### config.mk
export PLATFORM = sky130hd
export DESIGN_NAME = dma_ctz_reload
export DESIGN_NICKNAME = d
export VERILOG_FILES = /design/src/rtl/dma_ctz_pkg.sv /design/src/rtl/dma_ctz_decr.sv /design/src/rtl/dma_ctz_shadow.sv /design/src/rtl/dma_ctz_status.sv /design/src/rtl/dma_ctz_reload.sv
export SDC_FILE = /design/constraint.sdc
export NUM_CORES = 1
export LEC_CHECK = 0
export CORE_MARGIN = 2
export CORE_UTILIZATION = 58
export DETAILED_ROUTE_END_ITERATION = 16
export DONT_BUFFER_PORTS = 1
export PLACE_DENSITY = 0.76
export SYNTH_ARGS = -nofsm -noshare
export SYNTH_HDL_FRONTEND = slang
export SYNTH_HIERARCHICAL = 1
export SYNTH_SLANG_ARGS = --single-unit
### constraint.sdc
create_clock -name clk -period 3.3 [get_ports clk]
set_input_delay 0.33 -clock clk [delete_from_list [all_inputs] [get_ports clk]]
set_output_delay 0.33 -clock clk [all_outputs]
set_load 0.005 [all_outputs]
### src/rtl/dma_ctz_pkg.sv
package dma_ctz_pkg;
  typedef enum logic [2:0] {
    SEL_SRC  = 3'd0,
    SEL_DST  = 3'd1,
    SEL_CNT  = 3'd2,
    SEL_RSRC = 3'd3,
    SEL_RDST = 3'd4,
    SEL_RCNT = 3'd5,
    SEL_CTRL = 3'd6,
    SEL_STAT = 3'd7
  } reg_sel_e;

  localparam int ST_EN   = 0;
  localparam int ST_PEND = 1;
  localparam int ST_CTZ  = 2;
  localparam int ST_ARM  = 3;
  localparam int ST_BERR = 4;
  localparam int ST_TMO  = 5;
  localparam int ST_W    = 6;
endpackage

### src/rtl/dma_ctz_decr.sv
module dma_ctz_decr #(
  parameter int CNT_W = 16
) (
  input  logic [CNT_W-1:0] cnt_in,
  input  logic [CNT_W-1:0] units,
  output logic [CNT_W-1:0] cnt_out,
  output logic             at_zero
);
  logic exhausted;

  always_comb begin
    exhausted = (units >= cnt_in);
    cnt_out   = exhausted ? '0 : (cnt_in - units);
    at_zero   = exhausted;
  end
endmodule

### src/rtl/dma_ctz_shadow.sv
module dma_ctz_shadow
  import dma_ctz_pkg::*;
#(
  parameter int ADDR_W = 32,
  parameter int DATA_W = 32,
  parameter int CNT_W  = 16
) (
  input  logic              clk,
  input  logic              rst,
  input  logic              wr_en,
  input  reg_sel_e          sel,
  input  logic [DATA_W-1:0] wr_data,
  input  logic              consume,
  output logic [ADDR_W-1:0] rld_src,
  output logic [ADDR_W-1:0] rld_dst,
  output logic [CNT_W-1:0]  rld_cnt,
  output logic              armed
);
  localparam int ARM_BIT = DATA_W - 1;

  always_ff @(posedge clk) begin
    if (rst) begin
      rld_src <= '0;
      rld_dst <= '0;
      rld_cnt <= '0;
      armed   <= 1'b0;
    end else begin
      if (wr_en && sel == SEL_RSRC) rld_src <= wr_data[ADDR_W-1:0];
      if (wr_en && sel == SEL_RDST) rld_dst <= wr_data[ADDR_W-1:0];
      if (wr_en && sel == SEL_RCNT) begin
        rld_cnt <= wr_data[CNT_W-1:0];
        armed   <= wr_data[ARM_BIT];
      end else if (consume) begin
        armed   <= 1'b0;
      end
    end
  end
endmodule

### src/rtl/dma_ctz_status.sv
module dma_ctz_status
  import dma_ctz_pkg::*;
(
  input  logic            clk,
  input  logic            rst,
  input  logic            wr_en,
  input  reg_sel_e        sel,
  input  logic [ST_W-1:1] wr_bits,
  input  logic            ctz_evt,
  input  logic            berr_evt,
  input  logic            tmo_evt,
  input  logic            chan_en,
  input  logic            armed,
  output logic [ST_W-1:0] chan_status,
  output logic            irq
);
  logic ien_ctz, ien_sta, ien_chan;
  logic f_ctz, f_berr, f_tmo;
  logic clr, pend;

  assign clr = wr_en && (sel == SEL_STAT);

  always_ff @(posedge clk) begin
    if (rst) begin
      ien_ctz  <= 1'b0;
      ien_sta  <= 1'b0;
      ien_chan <= 1'b0;
      f_ctz    <= 1'b0;
      f_berr   <= 1'b0;
      f_tmo    <= 1'b0;
    end else begin
      if (wr_en && sel == SEL_CTRL) begin
        ien_ctz  <= wr_bits[1];
        ien_sta  <= wr_bits[2];
        ien_chan <= wr_bits[3];
      end
      f_ctz  <= (f_ctz  & ~(clr & wr_bits[ST_CTZ]))  | ctz_evt;
      f_berr <= (f_berr & ~(clr & wr_bits[ST_BERR])) | berr_evt;
      f_tmo  <= (f_tmo  & ~(clr & wr_bits[ST_TMO]))  | tmo_evt;
    end
  end

  always_comb begin
    pend                 = (f_ctz & ien_ctz) | ((f_berr | f_tmo) & ien_sta);
    chan_status          = '0;
    chan_status[ST_EN]   = chan_en;
    chan_status[ST_PEND] = pend;
    chan_status[ST_CTZ]  = f_ctz;
    chan_status[ST_ARM]  = armed;
    chan_status[ST_BERR] = f_berr;
    chan_status[ST_TMO]  = f_tmo;
    irq                  = pend & ien_chan;
  end
endmodule

### src/rtl/dma_ctz_reload.sv
module dma_ctz_reload
  import dma_ctz_pkg::*;
#(
  parameter int ADDR_W = 32,
  parameter int DATA_W = 32,
  parameter int CNT_W  = 16
) (
  input  logic              clk,
  input  logic              rst,
  input  logic              wr_en,
  input  logic [2:0]        wr_sel,
  input  logic [DATA_W-1:0] wr_data,
  input  logic              burst_done,
  input  logic [CNT_W-1:0]  burst_units,
  input  logic              bus_err_evt,
  input  logic              timeout_evt,
  output logic [ADDR_W-1:0] cur_src,
  output logic [ADDR_W-1:0] cur_dst,
  output logic [CNT_W-1:0]  cur_cnt,
  output logic              chan_en,
  output logic [ST_W-1:0]   chan_status,
  output logic              irq
);
  reg_sel_e          sel;
  logic              accept, at_zero, ctz_evt, do_reload, do_stop, armed;
  logic [CNT_W-1:0]  rem_cnt, rld_cnt;
  logic [ADDR_W-1:0] rld_src, rld_dst;

  assign sel       = reg_sel_e'(wr_sel);
  assign accept    = burst_done & chan_en;
  assign ctz_evt   = accept & at_zero;
  assign do_reload = ctz_evt & armed;
  assign do_stop   = ctz_evt & ~armed;

  dma_ctz_decr #(.CNT_W(CNT_W)) u_decr (
    .cnt_in (cur_cnt),
    .units  (burst_units),
    .cnt_out(rem_cnt),
    .at_zero(at_zero)
  );

  dma_ctz_shadow #(.ADDR_W(ADDR_W), .DATA_W(DATA_W), .CNT_W(CNT_W)) u_shadow (
    .clk    (clk),
    .rst    (rst),
    .wr_en  (wr_en),
    .sel    (sel),
    .wr_data(wr_data),
    .consume(do_reload),
    .rld_src(rld_src),
    .rld_dst(rld_dst),
    .rld_cnt(rld_cnt),
    .armed  (armed)
  );

  dma_ctz_status u_status (
    .clk        (clk),
    .rst        (rst),
    .wr_en      (wr_en),
    .sel        (sel),
    .wr_bits    (wr_data[ST_W-1:1]),
    .ctz_evt    (ctz_evt),
    .berr_evt   (bus_err_evt),
    .tmo_evt    (timeout_evt),
    .chan_en    (chan_en),
    .armed      (armed),
    .chan_status(chan_status),
    .irq        (irq)
  );

  // Working registers: an accepted burst takes priority over a software write.
  always_ff @(posedge clk) begin
    if (rst) begin
      cur_src <= '0;
      cur_dst <= '0;
      cur_cnt <= '0;
    end else if (accept) begin
      if (do_reload) begin
        cur_src <= rld_src;
        cur_dst <= rld_dst;
        cur_cnt <= rld_cnt;
      end else begin
        cur_cnt <= rem_cnt;
      end
    end else if (wr_en) begin
      case (sel)
        SEL_SRC: cur_src <= wr_data[ADDR_W-1:0];
        SEL_DST: cur_dst <= wr_data[ADDR_W-1:0];
        SEL_CNT: cur_cnt <= wr_data[CNT_W-1:0];
        default: ;
      endcase
    end
  end

  always_ff @(posedge clk) begin
    if (rst)                            chan_en <= 1'b0;
    else if (do_stop)                   chan_en <= 1'b0;
    else if (wr_en && sel == SEL_CTRL)  chan_en <= wr_data[0];
  end
endmodule

==> impl_summary.log, run 1 <==
INFO  metric slew_at_the_pin_closest_to_its_max_slew_limit = just under 800 ps
INFO  metric pwr_density_cell = between 400 and 500 nW/um2
INFO  metric first_global_vias = about 7700
INFO  metric detail_route.iter0.violations = 562
INFO  metric layout_min_cycle_time = roughly 3200 ps
INFO  metric groute.usage.overall = between 20% and 30%
INFO  metric post_drt_via_cell_ratio = roughly 6.6
INFO  metric critical_path_s_largest_stage_delay = 390 ps
INFO  metric yosysWarningCount = 6
INFO  metric post_synthesis_cell_count = roughly 1100
INFO  metric cell_class_contributing_the_biggest_share_of_worst_path_delay = compound AO/OA/AOI/OAI gates
INFO  metric seq_area_frac_synth = around a third
INFO  metric critPathKind = reg2reg
INFO  metric final_cell_mix = sky130_fd_sc_hd__dfxtp_1 (165), sky130_fd_sc_hd__nand2b_1 (120), sky130_fd_sc_hd__mux2i_1 (85)
INFO  metric drt_wl_total = about 26 mm
INFO  metric sink_count = 168
INFO  metric synth_area_leaders = sky130_fd_sc_hd__dfxtp_1 (35%), sky130_fd_sc_hd__mux2i_1 (8.8%), sky130_fd_sc_hd__nand2b_1 (7.8%), sky130_fd_sc_hd__a41o_1 (6.6%), sky130_fd_sc_hd__a211oi_1 (6.5%)
INFO  metric cts.root.buffer_cell = sky130_fd_sc_hd__clkbuf_16
INFO  metric core-area = between 15000 and 20000 um2
INFO  metric post_route_cells_drive_above_1_share = between 10% and 20%
INFO  metric io_pins = 145
INFO  metric grt_antenna_before_repair = 0
INFO  metric finalHoldWorstSlack = ~38 ps
INFO  metric post_route_antenna_net_violation_count = 0
INFO  metric min-delay-path-class = in2reg
INFO  metric timing.clock.skew = 8.111 ps
INFO  metric grt_max_degree = approximately 120
INFO  metric detailedPlace.worstSlack = 4.786 ps
INFO  metric cts-buffers-inserted = 17
INFO  metric first_pass_grt_wire_length = 41.59 mm
INFO  metric initial_core_util = ~60%
INFO  metric leakagePower = approximately 4.4 nW
INFO  metric vdd_drop_max = slightly above 400 uV
INFO  metric cp_max_fo = 8
INFO  metric timing.setup.tns = 0 ps
INFO  metric finalSetupViolCount = 0
INFO  metric number_of_flops_mapped_to_enable_cells_by_yosys = 0
INFO  metric yosysTopAreaCellShare = 34.88%
INFO  metric critical_path.cell_chain = ha_1 > nor2b_2 > o31a_4 > o311ai_4 > a2111oi_4 > o21ai_4 > clkbuf_2 > buf_4 > and3_1 > a211oi_1 > a2111oi_1
INFO  metric postSynthNetCount = approximately 1100
INFO  metric post-dp-hpwl = around 16 mm
INFO  metric detail_routed_net_length_per_standard_cell = about 22 um
INFO  metric numPortBuffers = 0
INFO  metric routed-via-count = 8045
INFO  metric drc = 0
INFO  metric slew-limit-headroom = 46.99%
INFO  metric max_freq = between 0.3 and 0.4 GHz
INFO  metric async_reset_ff_share = 0%
INFO  metric dieArea = around 18000 um2
INFO  metric final_max_slew_viol_count = 0
INFO  metric die_y = approximately 130 um
INFO  metric cts.reportedPaths.clkPinSlew = about 60 ps
INFO  metric synth_area_leader_cell = sky130_fd_sc_hd__dfxtp_1
INFO  metric crit_buf_inv = 2
INFO  metric h-tree-depth = 4
INFO  metric gp_routability_congestion = approximately 0.85
INFO  metric critPathArrivalTime = approximately 3500 ps
INFO  metric cts-root-to-sink-buffers = 2
INFO  metric clk-insertion-delay-late = between 400 and 500 ps
INFO  metric drtPass1Iterations = 8
INFO  metric max_cap_violations = 0
INFO  metric status = finished, final reports clean
INFO  metric setup.worst_path.end_class = register
INFO  metric yosys_most_used_dff = sky130_fd_sc_hd__dfxtp_1
INFO  metric post_syn_area_per_cell = ~9 um2
INFO  metric data_required_critical_path = between 3000 and 4000 ps
INFO  metric sort_of_element_at_the_start_of_the_critical_path = register
INFO  metric die_w = about 130 um
INFO  metric fin_crit_sh = around 96%
INFO  metric tritoncts = done
INFO  metric total_nets_final = 1061
INFO  metric layout_setup_ws = 145.3 ps
INFO  metric final_hold_viol_count = 0
INFO  metric core.rowCount = 47
INFO  metric area.growth.synth_to_final = 5.904%
INFO  metric most_frequent_standard_cell_in_the_layout_excluding_fill_and_tap_cells = sky130_fd_sc_hd__dfxtp_1
INFO  metric syn-cell-area = ~9600 um2
INFO  metric synth.ff_latch_count = 168
INFO  metric grt-ovfl-total = 0
INFO  metric insertedDiodeCount = 0
INFO  metric synth_cell_type_count = between 60 and 70
INFO  metric critical_path.slowest_cell = sky130_fd_sc_hd__o21ai_4
==> cells in the mapped netlist, drive strengths merged, types with 15 or more instances <==
library cell / n
buf: 51
a31oi: 66
inv: 42
and3: 21
ha: 16
clkbuf: 77
a211oi: 84
a41o: 64
nand2b: 120
nor2: 22
mux2i: 85
nor3: 21
a21boi: 33
a21oi: 75
dfxtp: 168
nand2: 15
a2111oi: 18
==> final cells by class <==
class / count / area, um2
inverters: 42 / 157.7
clock inverters: 7 / 67.56
fillers: 1417 / 6195
clock buffers: 24 / 501.7
well taps: 220 / 275.3
multi-input cells: 720 / 5448
flip-flops and latches: 168 / 3369
repair buffers: 38 / 392.9
==> what timing repair did <==
item / CTS / global route
pin swaps: 0 / 4
gates resized for setup: 1 / 4
endpoints found under the hold margin: 82 / 0
cloned: 0 / 1
hold buffers: 5 / 0
endpoints found under the setup margin: 1 / 30
buffers inserted: 0 / 3
==> worst paths after layout <==
check | startpoint | to | slack (ps) | cells after the start
max | cur_cnt[2] | cur_cnt[4] | 150 | 11
min | wr_data[6] | cur_cnt[6] | 40 | 2
max reg2reg | cur_cnt[2] | cur_cnt[4] | 150 | 11
min reg2reg | u_status/ien_sta | u_status/ien_sta | 470 | 2
==> state kept, by name, summed over array words and instances, names as in the netlist <==
| signal | count |
|---|---|
| chan_en | 1 |
| cur_cnt | 16 |
| cur_dst | 32 |
| cur_src | 32 |
| u_shadow/armed | 1 |
| u_shadow/rld_cnt | 16 |
| u_shadow/rld_dst | 32 |
| u_shadow/rld_src | 32 |
| u_status/f_berr | 1 |
| u_status/f_ctz | 1 |
| u_status/f_tmo | 1 |
| u_status/ien_chan | 1 |
| u_status/ien_ctz | 1 |
| u_status/ien_sta | 1 |
==> power breakdown <==
group | switching (W) | total (W) | internal, W
clock network | 0.000813 | 0.00194 | 0.00113
registers | 0.0000579 | 0.00215 | 0.00209
logic | 0.000306 | 0.000535 | 0.000229
==> per-stage QoR <==
stage	util (%)	power, W	cell area [um2]	cells
final	62.24	0.004625	10210	1219
after CTS	61.94	0.004627	10160	1215
after global placement	58.05	0.002675	9524	1179
after detailed placement	58.05	0.002683	9524	1179
after global routing	62.24	0.004773	10210	1219
after floorplan	-	0.002617	9643	1058
==> per-layer routing <==
layer	vias to the layer above	GRT usage, %	wire length [um]
met2	250	47.87	12630
met3	32	9.349	2102
met4	0	8.303	373
met5	-	0	0
li1	3841	-	-
met1	3922	37.09	11170
==> kinds of logic (layout without fill, tap and decap cells) <==
kind of cell,after synthesis,count (layout),synth area share (%)
buf+inv,170,111,8.875
compound gates,377,377,29.71
mux,86,86,8.940
simple gates,232,232,14.58
flops,168,168,34.88
fa+ha+maj,17,17,2.284
xor+xnor,8,8,0.7266
Note: power is estimated with default switching activity, not from simulation.
==> run 2, diff against run 1 <==
- CORE_UTILIZATION: 58 -> 57
- PLACE_DENSITY: 0.76 -> 0.75
- SYNTH_HIERARCHICAL: 1 -> default
==> impl_summary.log, run 2 <==
INFO  metric drtPass1Iterations = 5 (was 8)
INFO  metric post_drt_via_cell_ratio = 5.841 (was 6.600)
INFO  metric core-area = 13300 um2 (was 16410 um2)
INFO  metric critPathKind = reg2reg (unchanged)
INFO  metric async_reset_ff_share = 0% (unchanged)
INFO  metric cp_max_fo = 64 (was 8)
INFO  metric post_route_cells_drive_above_1_share = 12.98% (was 10.21%)
INFO  metric post-dp-hpwl = 11.57 mm (was 16.02 mm)
INFO  metric cts.reportedPaths.clkPinSlew = 60 ps (about the same)
INFO  metric critical_path_s_largest_stage_delay = 800 ps (was 390 ps)
INFO  metric cp_common_cell = sky130_fd_sc_hd__inv_1
INFO  metric synth_cell_type_count = 43 (was 63)
INFO  metric syn-cell-area = 7785 um2 (was 9643 um2)
INFO  metric drt_wl_total = 19.05 mm (was 26.28 mm)
INFO  metric clk-insertion-delay-late = 430 ps (was 440 ps)
INFO  metric worstRegToRegCells = 12 (was 11)
INFO  metric detail_routed_net_length_per_standard_cell = 17.81 um (was 21.56 um)
INFO  metric die_y = 120.9 um (was 132.9 um)
INFO  metric die_w = 120.9 um (was 132.9 um)
INFO  metric pwr_density_cell = 544.9 nW/um2 (was 452.9 nW/um2)
INFO  metric post_synthesis_cell_count = 927 (was 1058)
INFO  metric gp_routability_congestion = 0.9254 (was 0.8484)
INFO  metric net-switching-power = 0.001027 W (was 0.001177 W)
INFO  metric slew_at_the_pin_closest_to_its_max_slew_limit = 1036 ps (was 795.2 ps)
INFO  metric filler_cell_count = 1146 (was 1417)
INFO  metric synth.most_common_cell = sky130_fd_sc_hd__nand2_1 (was sky130_fd_sc_hd__dfxtp_1)
INFO  metric final_max_slew_viol_count = 0 (unchanged)
INFO  metric numPortBuffers = 0 (unchanged)
INFO  metric vdd_drop_max = 495.2 uV (was 404.1 uV)
INFO  metric final_hold_viol_count = 0 (unchanged)
INFO  metric postSynthNetCount = 1001 (was 1132)
INFO  metric r2r_slack = 110 ps (was 150 ps)
INFO  metric cts.root.buffer_cell = sky130_fd_sc_hd__clkbuf_16 (unchanged)
INFO  metric h-tree-depth = 4 (unchanged)
INFO  metric post_syn_area_per_cell = 8.398 um2 (was 9.114 um2)
INFO  metric place.detailed.instances = 1037 (was 1179)
INFO  metric yosys_most_used_dff = sky130_fd_sc_hd__dfxtp_1 (unchanged)
INFO  metric layout_min_cycle_time = 3194 ps (was 3155 ps)
INFO  metric number_of_flops_mapped_to_enable_cells_by_yosys = 0 (unchanged)
INFO  metric layout.cells.non_filler = 1070 (was 1219)
INFO  metric yosysTopAreaCellShare = 43.20% (was 34.88%)
INFO  metric setup.worst_path.end_class = register (unchanged)
INFO  metric leakagePower = 2.967 nW (was 4.428 nW)
INFO  metric sink_count = 168 (unchanged)
INFO  metric worst_hold_path.num_cells = 2 (unchanged)
INFO  metric initial_core_util = 58.55% (was 58.77%)
INFO  metric post_cts_buffers = 0 (unchanged)
INFO  metric grt_setup_unrepaired = yes
INFO  metric seq_area_frac_synth = 43.20% (was 34.88%)
INFO  metric grt_antenna_before_repair = 0 (unchanged)
INFO  metric post_route_antenna_net_violation_count = 0 (unchanged)
INFO  metric cts-buffers-inserted = 17 (unchanged)
INFO  metric power.share.clock = 46.1% (was 42.0%)
INFO  metric critical_path.cell_chain = inv_1 > ha_1 > inv_1 > fa_2 > a21o_1 > nand4_1 > a32oi_2 > a21oi_2 > a211o_1 > a31o_4 > nor2_1 > a211oi_2 (was ha_1 > nor2b_2 > o31a_4 > o311ai_4 > a2111oi_4 > o21ai_4 > clkbuf_2 > buf_4 > and3_1 > a211oi_1 > a2111oi_1)
INFO  metric slew-limit-headroom = 30.67% (was 46.99%)
INFO  metric insertedDiodeCount = 0 (unchanged)
INFO  metric dieArea = 14610 um2 (was 17670 um2)
INFO  metric synth_area_leader_cell = sky130_fd_sc_hd__dfxtp_1 (unchanged)
INFO  metric total_nets_final = 956 (was 1061)
INFO  metric layout.area.seq = 3363 um2 (was 3369 um2)
INFO  metric routed-via-count = 6250 (was 8045)
INFO  metric grt-ovfl-total = 0 (unchanged)
INFO  metric detail_route.iter0.violations = 450 (was 562)
INFO  metric share_of_power_burned_in_combinational_logic = 7.3% (was 11.6%)
INFO  metric post-layout-total-power = 0.004574 W (was 0.004625 W)
INFO  metric cts-root-to-sink-buffers = 2 (unchanged)
INFO  metric drc = 0 (unchanged)
INFO  metric share_seq_of_total_power = 46.6% (was 46.4%)
INFO  metric io_pins = 145 (unchanged)
INFO  metric yosys-top-cells-count = sky130_fd_sc_hd__nand2_1 (181), sky130_fd_sc_hd__dfxtp_1 (168), sky130_fd_sc_hd__a21oi_1 (166), sky130_fd_sc_hd__nor2_1 (84), sky130_fd_sc_hd__a211oi_2 (64) (was sky130_fd_sc_hd__dfxtp_1 (168), sky130_fd_sc_hd__nand2b_1 (120), sky130_fd_sc_hd__mux2i_1 (85), sky130_fd_sc_hd__a211oi_1 (84), sky130_fd_sc_hd__clkbuf_1 (76))
INFO  metric synth.ff_latch_count = 168 (unchanged)
INFO  metric status = finished, final reports clean (unchanged)
INFO  metric timing.clock.skew = 5.399 ps (was 8.111 ps)
INFO  metric groute.usage.overall = 26.55% (was 29.23%)
INFO  metric core.rowCount = 42 (was 47)
INFO  metric critical_path.slowest_cell = sky130_fd_sc_hd__a31o_4 (was sky130_fd_sc_hd__o21ai_4)
INFO  metric max_cap_violations = 0 (unchanged)
INFO  metric power.internal = 0.003547 W (was 0.003449 W)
INFO  metric final_cell_mix = sky130_fd_sc_hd__nand2_1 (180), sky130_fd_sc_hd__dfxtp_1 (168), sky130_fd_sc_hd__a21oi_1 (166) (was sky130_fd_sc_hd__dfxtp_1 (165), sky130_fd_sc_hd__nand2b_1 (120), sky130_fd_sc_hd__mux2i_1 (85))
INFO  metric grt_max_degree = 107 (was 122)
INFO  metric finalSetupViolCount = 0 (unchanged)
INFO  metric sort_of_element_at_the_start_of_the_critical_path = register (unchanged)
INFO  metric critPathArrivalTime = 3540 ps (was 3470 ps)
INFO  metric most_frequent_standard_cell_in_the_layout_excluding_fill_and_tap_cells = sky130_fd_sc_hd__nand2_1 (was sky130_fd_sc_hd__dfxtp_1)
INFO  metric synth_area_leaders = sky130_fd_sc_hd__dfxtp_1 (43%), sky130_fd_sc_hd__a21oi_1 (11%), sky130_fd_sc_hd__a211oi_2 (10%), sky130_fd_sc_hd__nand2_1 (8.7%), sky130_fd_sc_hd__nor2_1 (4.1%) (was sky130_fd_sc_hd__dfxtp_1 (35%), sky130_fd_sc_hd__mux2i_1 (8.8%), sky130_fd_sc_hd__nand2b_1 (7.8%), sky130_fd_sc_hd__a41o_1 (6.6%), sky130_fd_sc_hd__a211oi_1 (6.5%))
INFO  metric tritoncts = done (unchanged)
INFO  metric data_required_critical_path = 3640 ps (was 3610 ps)
INFO  metric netSwitchingFraction = 22.45% (was 25.44%)
INFO  metric area_taken_by_multi_input_logic_gates = 3991 um2 (was 5448 um2)
INFO  metric min-delay-path-class = in2reg (unchanged)
INFO  metric yosysWarningCount = 0 (was 6)
INFO  metric fin_crit_sh = 96.80% (was 95.60%)
INFO  metric area.growth.synth_to_final = 7.827% (was 5.904%)
INFO  metric max_freq = 0.3131 GHz (was 0.3170 GHz)
INFO  metric first_pass_grt_wire_length = 30.59 mm (was 41.59 mm)
INFO  metric first_global_vias = 5967 (was 7735)
INFO  metric finalHoldWorstSlack = 25.25 ps (was 37.57 ps)
==> run 2: cell count changes after synthesis, moves of 72 or more <==
cell	delta
sky130_fd_sc_hd__a211oi_1	-76
sky130_fd_sc_hd__nor2_1	+72
sky130_fd_sc_hd__nand2b_1	-117
sky130_fd_sc_hd__a21oi_1	+91
sky130_fd_sc_hd__nand2_1	+167
==> run 2: worst paths after layout <==
| check | start | end |
|---|---|---|
| hold reg to reg | u_shadow.rld_cnt[10] | cur_cnt[10] |
| setup / recovery | cur_cnt[0] | cur_dst[27] |
| hold / removal | timeout_evt | u_status.f_tmo |
| setup reg to reg | cur_cnt[0] | cur_dst[27] |
==> run 2: per-stage QoR <==
step	worst slack, ps	utilization (%)	cell area (um2)	TNS (ps)
after global placement	220.0	57.97	7707	0
after floorplan	686.2	-	7785	0
after CTS	47.93	63.12	8392	0
after global routing	-132.6	63.14	8394	-3642
final	105.7	63.14	8394	0
after detailed placement	60.90	57.97	7707	0
==> run 2: repair_timing <==
action,in CTS,in global routing
hold buffers,2,0
endpoints found under the setup margin,0,64
hold endpoints to repair,106,0
gates resized for setup,0,1
==> run 2: cell families (layout without fill, tap and decap cells) <==
group,count (synthesis),in the layout,synth area share [%]
AO/OA/AOI/OAI,282,282,25.99
XOR/XNOR,12,12,1.350
adder cells (fa/ha/maj),17,17,2.829
buffers and inverters,95,62,5.931
flip-flops,168,168,43.20
multiplexers,20,20,2.571
AND/OR/NAND/NOR,333,333,18.13
==> run 2: area by class of cell <==
type | instances | share of cell area (%)
multi-input cells | 664 | 47.55
clock inverters | 9 | 1.729
flip-flops and latches | 168 | 40.07
clock buffers | 22 | 5.768
well taps | 176 | 2.623
repair buffers | 9 | 1.282
inverters | 22 | 0.9838
==> run 2: power groups by stage <==
stage          sequential [W]  clock [W]  combinational, W
2_1_floorplan         0.00216          0          0.000283
3_3_place_gp          0.00217          0          0.000280
3_5_place_dp          0.00217          0          0.000286
4_1_cts               0.00213    0.00213          0.000334
5_1_grt               0.00213    0.00223          0.000372
6_report              0.00213    0.00211          0.000334
==> run 2: worst max-delay path, delay by kind of cell (launching register included) <==
kind	cells	cell delay [ps]
AND/OR/NAND/NOR	2	290
buffers and inverters	2	120
AO/OA/AOI/OAI	6	1850
flip-flops	1	330
adder cells (fa/ha/maj)	2	470
==> run 2: metal layers <==
metal / part of all wire, % / global-route usage (%)
met2: 48 / 43.86
met1: 43 / 32.92
met4: 1.4 / 7.849
met5: 0 / 0
met3: 7.4 / 8.835
